===== src/rtl/vram_xfer_ctrl.sv =====
module vram_xfer_ctrl #(
  parameter int ROWS = 8,
  parameter int COLS = 16,
  parameter int DW   = 4,
  localparam int ROWW = $clog2(ROWS),
  localparam int COLW = $clog2(COLS),
  localparam int AW   = (ROWW > COLW) ? ROWW : COLW
) (
  input  logic            clk,
  input  logic            rst_n,
  input  logic            ras_n,
  input  logic            cas_n,
  input  logic            trg_n,
  input  logic            we_n,
  input  logic            dsf,
  input  logic            se_n,
  input  logic [AW-1:0]   addr,
  input  logic            sam_ld_en,
  input  logic [COLW-1:0] sam_ld_idx,
  input  logic [DW-1:0]   sam_ld_data,
  input  logic [COLW-1:0] sam_rd_idx,
  output logic [DW-1:0]   sam_rd_data,
  input  logic [ROWW-1:0] arr_rd_row,
  input  logic [COLW-1:0] arr_rd_col,
  output logic [DW-1:0]   arr_rd_data,
  output logic            ser_in_mode,
  output logic [COLW-1:0] tap_ptr,
  output logic            xfer_done
);

  logic [DW-1:0] sam [COLS];
  logic [DW-1:0] arr [ROWS][COLS];

  logic            ras_q, cas_q;
  logic            armed, pend;
  logic            wr_q, pseudo_q;
  logic [ROWW-1:0] row_q;
  logic [COLW-1:0] col_q;

  wire ras_fall = ras_q & ~ras_n;
  wire ras_rise = ~ras_q & ras_n;
  wire cas_fall = cas_q & ~cas_n & ~ras_n;

  assign sam_rd_data = sam[sam_rd_idx];
  assign arr_rd_data = arr[arr_rd_row][arr_rd_col];

  always_ff @(posedge clk or negedge rst_n) begin
    if (!rst_n) begin
      ras_q       <= 1'b1;
      cas_q       <= 1'b1;
      armed       <= 1'b0;
      pend        <= 1'b0;
      wr_q        <= 1'b0;
      pseudo_q    <= 1'b0;
      row_q       <= '0;
      col_q       <= '0;
      ser_in_mode <= 1'b0;
      tap_ptr     <= '0;
      xfer_done   <= 1'b0;
      for (int c = 0; c < COLS; c++) begin
        sam[c] <= '0;
        for (int r = 0; r < ROWS; r++) arr[r][c] <= '0;
      end
    end else begin
      ras_q     <= ras_n;
      cas_q     <= cas_n;
      xfer_done <= 1'b0;

      if (sam_ld_en) sam[sam_ld_idx] <= sam_ld_data;

      if (ras_fall) begin
        armed    <= ~trg_n;
        wr_q     <= ~we_n;
        pseudo_q <= ~we_n & ~dsf & se_n;
        row_q    <= addr[ROWW-1:0];
      end else if (ras_rise) begin
        armed <= 1'b0;
      end

      if (armed && cas_fall) begin
        col_q <= addr[COLW-1:0];
        pend  <= 1'b1;
        armed <= 1'b0;
      end

      if (pend) begin
        pend        <= 1'b0;
        xfer_done   <= 1'b1;
        tap_ptr     <= col_q;
        ser_in_mode <= wr_q;
        for (int c = 0; c < COLS; c++) begin
          if (wr_q && !pseudo_q) arr[row_q][c] <= sam[c];
          if (!wr_q)             sam[c]        <= arr[row_q][c];
        end
      end
    end
  end

  AST_DONE_ONE_CYCLE: assert property (@(posedge clk) disable iff (!rst_n)
    xfer_done |=> !xfer_done);
  AST_MODE_ONLY_ON_DONE: assert property (@(posedge clk) disable iff (!rst_n)
    !xfer_done |-> $stable(ser_in_mode));
  AST_TAP_ONLY_ON_DONE: assert property (@(posedge clk) disable iff (!rst_n)
    !xfer_done |-> $stable(tap_ptr));
  AST_WRITE_SETS_INPUT: assert property (@(posedge clk) disable iff (!rst_n)
    (xfer_done && wr_q) |-> ser_in_mode);
  AST_READ_SETS_OUTPUT: assert property (@(posedge clk) disable iff (!rst_n)
    (xfer_done && !wr_q) |-> !ser_in_mode);
  AST_DONE_NEEDS_CAS_LOW: assert property (@(posedge clk) disable iff (!rst_n)
    $rose(xfer_done) |-> !$past(cas_n, 2));

endmodule


===== config.mk =====
export PLATFORM = sky130hd
export DESIGN_NAME = vram_xfer_ctrl
export DESIGN_NICKNAME = d
export VERILOG_FILES = /design/src/rtl/vram_xfer_ctrl.sv
export SDC_FILE = /design/constraint.sdc
export NUM_CORES = 1
export LEC_CHECK = 0
export ABC_CLOCK_PERIOD_IN_PS = 4600
export BUFFER_PORTS_ARGS = -buffer_cell sky130_fd_sc_hd__buf_2
export CORE_MARGIN = 5
export CORE_UTILIZATION = 58
export DETAILED_ROUTE_END_ITERATION = 7
export PLACE_DENSITY = 0.89
export SETUP_SLACK_MARGIN = 0.02
export SLEW_MARGIN = 40
export SYNTH_ARGS = -nofsm -noshare
export SYNTH_HDL_FRONTEND = slang
export SYNTH_SLANG_ARGS = --single-unit
export TNS_END_PERCENT = 30

===== constraint.sdc =====
create_clock -name clk -period 4.6 [get_ports clk]
set_input_delay 1.15 -clock clk [delete_from_list [all_inputs] [get_ports clk]]
set_output_delay 1.15 -clock clk [all_outputs]
set_load 0.03 [all_outputs]

* Word level (Yosys, flattened, before mapping)
Cells that the tools add are included. W data, S select, Z words.
Storage, ports and cells: memories 0, bits in writable memories 0, output and inout bits 14, bits in registers 595, word-level logic and storage cells 303, bits of input ports 32, ROM bits 0, latch bits 0
Operators by class: muxes and demuxes 118, shifts and indexed selects 0, add/subtract/negate cells 0, reduce and logical (&&, ||, !) cells 6, equal/unequal tests 0, multiply operators 0, div/mod/pow operators 0, magnitude comparators 7, bitwise logic cells 17
Operator list (number):
- $mux W512 | 31
- $bwmux W512 | 16
- $demux W64 S3 | 16
- $mux W64 | 7
- $bmux W64 S3 | 2
- $mux W4 | 22
- $bwmux W64 | 1
- $mux W60 | 1
- $mux W56 | 1
- $mux W52 | 1
- $mux W48 | 1
- $mux W44 | 1
- $mux W40 | 1
- $mux W36 | 1
- $bmux W4 S4 | 2
- $mux W32 | 1
- $mux W28 | 1
- $mux W24 | 1
- $mux W20 | 1
- $demux W4 S4 | 1
- $mux W16 | 1
- $ge A5 B5 Y1 const B | 3
- $not A4 Y5 | 3
- $mux W12 | 1
- other kinds (11) | 31

* Depth between registers and ports, before layout
depth after elaboration 52, depth in mapped cells 9, gate-level depth less buffers 5

* Least setup slack after synthesis
Ideal clock, no wire load.
kind input to output, start point in arr_rd_row[2], end point out arr_rd_data[3], setup slack 0.026 ns, buffers on the path 2, required time 3.450 ns, cell stages on the path 6, arrival 3.424 ns, cells stage by stage clkbuf_1 buf_1 mux4_2 mux4_2 mux4_2 mux2_2
On the way: word-level cells in the longest chain between the ends 7
RTL lines:
- from (decl) | RTL line 23 | input logic [ROWW-1:0] arr_rd_row,
- $not A3 Y4 (implied by the code) | RTL line 45 | assign arr_rd_data = arr[arr_rd_row][arr_rd_col];
- $bmux W64 S3 | RTL line 45
- $mux W64 (implied by the code) (2 in a row) | RTL line 45
- $bmux W4 S4 | RTL line 45
- $mux W4 (implied by the code) (2 in a row) | RTL line 45
- to (decl) | RTL line 25 | output logic [DW-1:0] arr_rd_data,
No other way between the ends. The select of a mux whose other input is x is not followed.

* Worst setup path in the final report
start point in arr_rd_row[0], end point out arr_rd_data[0]
Same word-level chain as after synthesis.

==> run metrics <==
Layout Skew=23.6 ps; Filler cells=3520; CTS tree=yes; post-route ant nets=0; DR DRC count=0; clock tree buffer depth=3; Max Freq=207 MHz; Final Hold Vio Count=0; failing checks=negative setup slack; Synth area leader=dfrtp_1; Worst R2R Setup Slack=990 ps; drt wl/cell=31.8 um; Multi-input gate area=15600 um^2; synthesized area per cell=14.9 um^2; peak fanout along the critical path=6; clock power share=37.0%; Top-Level Pins=46; max_cap viols=0; synthesized area=31300 um^2; Post-synth EDFFs=0; max-slew violation total from the final report=0; Worst Path Required=3450 ps; worst r2r dst=arr[358]; Total GRT Usage=30.3%; Sw Share=28.7%; Vias=20800; TritonCTS buffer count=59; Power Density=376 nW/um^2; largest net degree at the start of global routing=108; clk slew on worst S/H paths=60 ps; post-synth top area share=47.4%; Placed Area=32400 um^2; Post-synth top flop=dfrtp_1; Die H=242 um; Hold EP=col_q[0]; die area=58800 um^2; CTS Sinks=595; Root Buffer Master=clkbuf_16; endpoints failing setup=4; area fraction in compound gates after synthesis=4.75%; Cells after Synth=2100; multiplexer area fraction after synthesis=42.9%; sequential cell area=14900 um^2; Worst Hold Launch=col_q[0]; RSZ-0062 raised after global routing=true; simple-gate portion of the synthesized area=1.72%; Setup WS post-layout=-233 ps; hold crit path type=reg -> reg; pre-CTS WS=-235 ps; register area share after synthesis=47.5%; Synth area leaders=dfrtp_1, mux2_2, mux4_2; Max VDD drop=0.311 mV; dpl hpwl=53100 um; Final nets=2091; initial antenna violation count=6; nature of the critical path endpoint=primary output; vias in the first global route=22400; Site Rows=85; R2R cell count=6; Worst slew margin=39.8%; RR Startpoint=row_q[1]; Worst Hold Path Cells=1; clk_lat worst skew=640 ps; Layout area overhead=11.2%; Core Region=53700 um^2; asr flop ratio synth=100%; status=finished with violations; Pleak=15.9 nW; main combinational cell family by area after synthesis=multiplexers; Distinct cells, synth=43; logic gate share of total power=14.6%; WP data arrival=3680 ps; Synth Warn #=0; Sw Pwr=3.77 mW; Tmin final=4830 ps; DIE WIDTH=242 um; routability cong.=0.916; Post-Synth XOR/XNOR Area=0%; Buffers on Ports=45; drt total wl=89100 um; routed vias/inst=7.43; slew at the pin closest to its max-slew limit=899 ps; Synth Area in Adders=0.0399%; synthesis-stage register bit count=595; Flop pwr share=48.4%; syn_nets=2133; DRT iter0 DRCs=2644; htree depth=2; P_int=9.34 mW; initial core utilization=58.3%; final instance area=34800 um^2; crit path kind=in -> out; first-pass GRT wire length=138000 um; Post-Route Utilization=64.9%; fin crit share=105%; first drt pass iteration count=5; Startpoint Class=primary input; layout cells sized above 1=52.2%; gr ovfl total=0
-- kinds of logic (layout without fill, tap and decap cells) --
group,after synthesis,after routing
flops,595,595
compound gates,197,197
mux,956,956
fa+ha+maj,1,1
other cells,0,3
buf+inv,241,242
simple gates,110,110
-- power by group through the flow --
stage	Sequential [mW]	Clock, mW	Combinational [mW]
floorplan	5.88	0	1.57
global placement	6.34	0	1.73
detailed placement	6.39	0	1.81
CTS	6.30	4.87	1.88
global route	6.39	5.11	2.01
finish	6.34	4.85	1.91
-- timing repair --
| action | in CTS | in global routing |
|---|---|---|
| endpoints found under the hold margin | 0 | 0 |
| gates cloned | 10 | 0 |
| hold buffers | 0 | 0 |
| setup endpoints to repair | 4 | 4 |
| buffers inserted | 5 | 0 |
| resized for setup | 34 | 1 |
-- stage by stage --
step / std cells / hold slack (ps) / TNS [ps] / power, mW
2_1_floorplan: 2100 / 352 / 0 / 7.45
3_3_place_gp: 2675 / 484 / -760 / 8.06
3_5_place_dp: 2678 / 494 / -822 / 8.20
4_1_cts: 2797 / 509 / -761 / 13.1
5_1_grt: 2797 / 515 / -991 / 13.5
6_report: 2800 / 506 / -882 / 13.1
-- layout by cell type (no fill, tap or decap), types with 13 or more instances in the layout --
master / instances
mux4_2: 248
buf_4: 45
mux2i_1: 96
buf_2: 38
buf_12: 19
buf_16: 17
mux2_2: 608
o21ai_0: 37
o2bb2ai_1: 20
o221ai_1: 13
a22oi_1: 24
clkbuf_16: 60
a211oi_1: 16
clkbuf_8: 16
nand2_1: 47
dfrtp_1: 590
a221oi_1: 30
clkbuf_1: 19
-- flip-flops by register name, indices dropped and copies added (netlist names) --
name	cells
ser_in_mode	1
row_q	3
pseudo_q	1
sam	64
cas_q	1
armed	1
arr	512
pend	1
col_q	4
wr_q	1
tap_ptr	4
ras_q	1
xfer_done	1
-- per-layer routing --
metal  routed length [um]  share of wire, %  up-vias  track usage, %
li1                     -                 -     8043               -
met1                31600                35    10800            39.6
met2                40800                46     1530            45.9
met3                11200                13      388            9.42
met4                 5400               6.1        8            16.2
met5                   80             0.090        -           0.654
-- cell usage after synthesis (5+ instances only) --
master and count:
mux2_2 612, clkbuf_1 104, o2bb2ai_1 20, nand2_1 51
nand3_1 6, nor2b_1 8, mux4_2 248, and3_1 5
o21ai_0 37, mux2i_1 96, a22oi_1 24, buf_1 95
a221o_1 9, a31oi_1 7, buf_2 32, o21a_1 11
o221ai_1 13, a21boi_0 12, a221oi_1 30, inv_1 5
a211oi_1 16, dfrtp_1 593, a22o_1 9, nor2_1 15
-- worst max-delay path, cell delays in order --
cell	delay (ps)
clkbuf_16	140
buf_16	200
buf_12	150
mux4_2	510
mux4_2	530
mux4_2	500
mux2_4	330
buf_6	150
-- worst max path at each step --
stage                       start        endpoint  slack, ps
floorplan           arr_rd_row[2]  arr_rd_data[3]         30
global placement    arr_rd_row[0]  arr_rd_data[1]       -210
detailed placement  arr_rd_row[0]  arr_rd_data[1]       -240
CTS                 arr_rd_row[0]  arr_rd_data[0]       -200
global route        arr_rd_row[0]  arr_rd_data[2]       -250
finish              arr_rd_row[0]  arr_rd_data[0]       -230
-- cell type report --
class	instances	share of cell area, %
inverters	7	0.0754
flip-flops and latches	595	42.8
clock inverters	10	0.431
diodes	3	0.0215
multi-input cells	1264	44.7
well taps	696	2.50
repair buffers	131	4.41
clock buffers	94	5.07
Note: power is estimated with default switching activity, not from simulation.
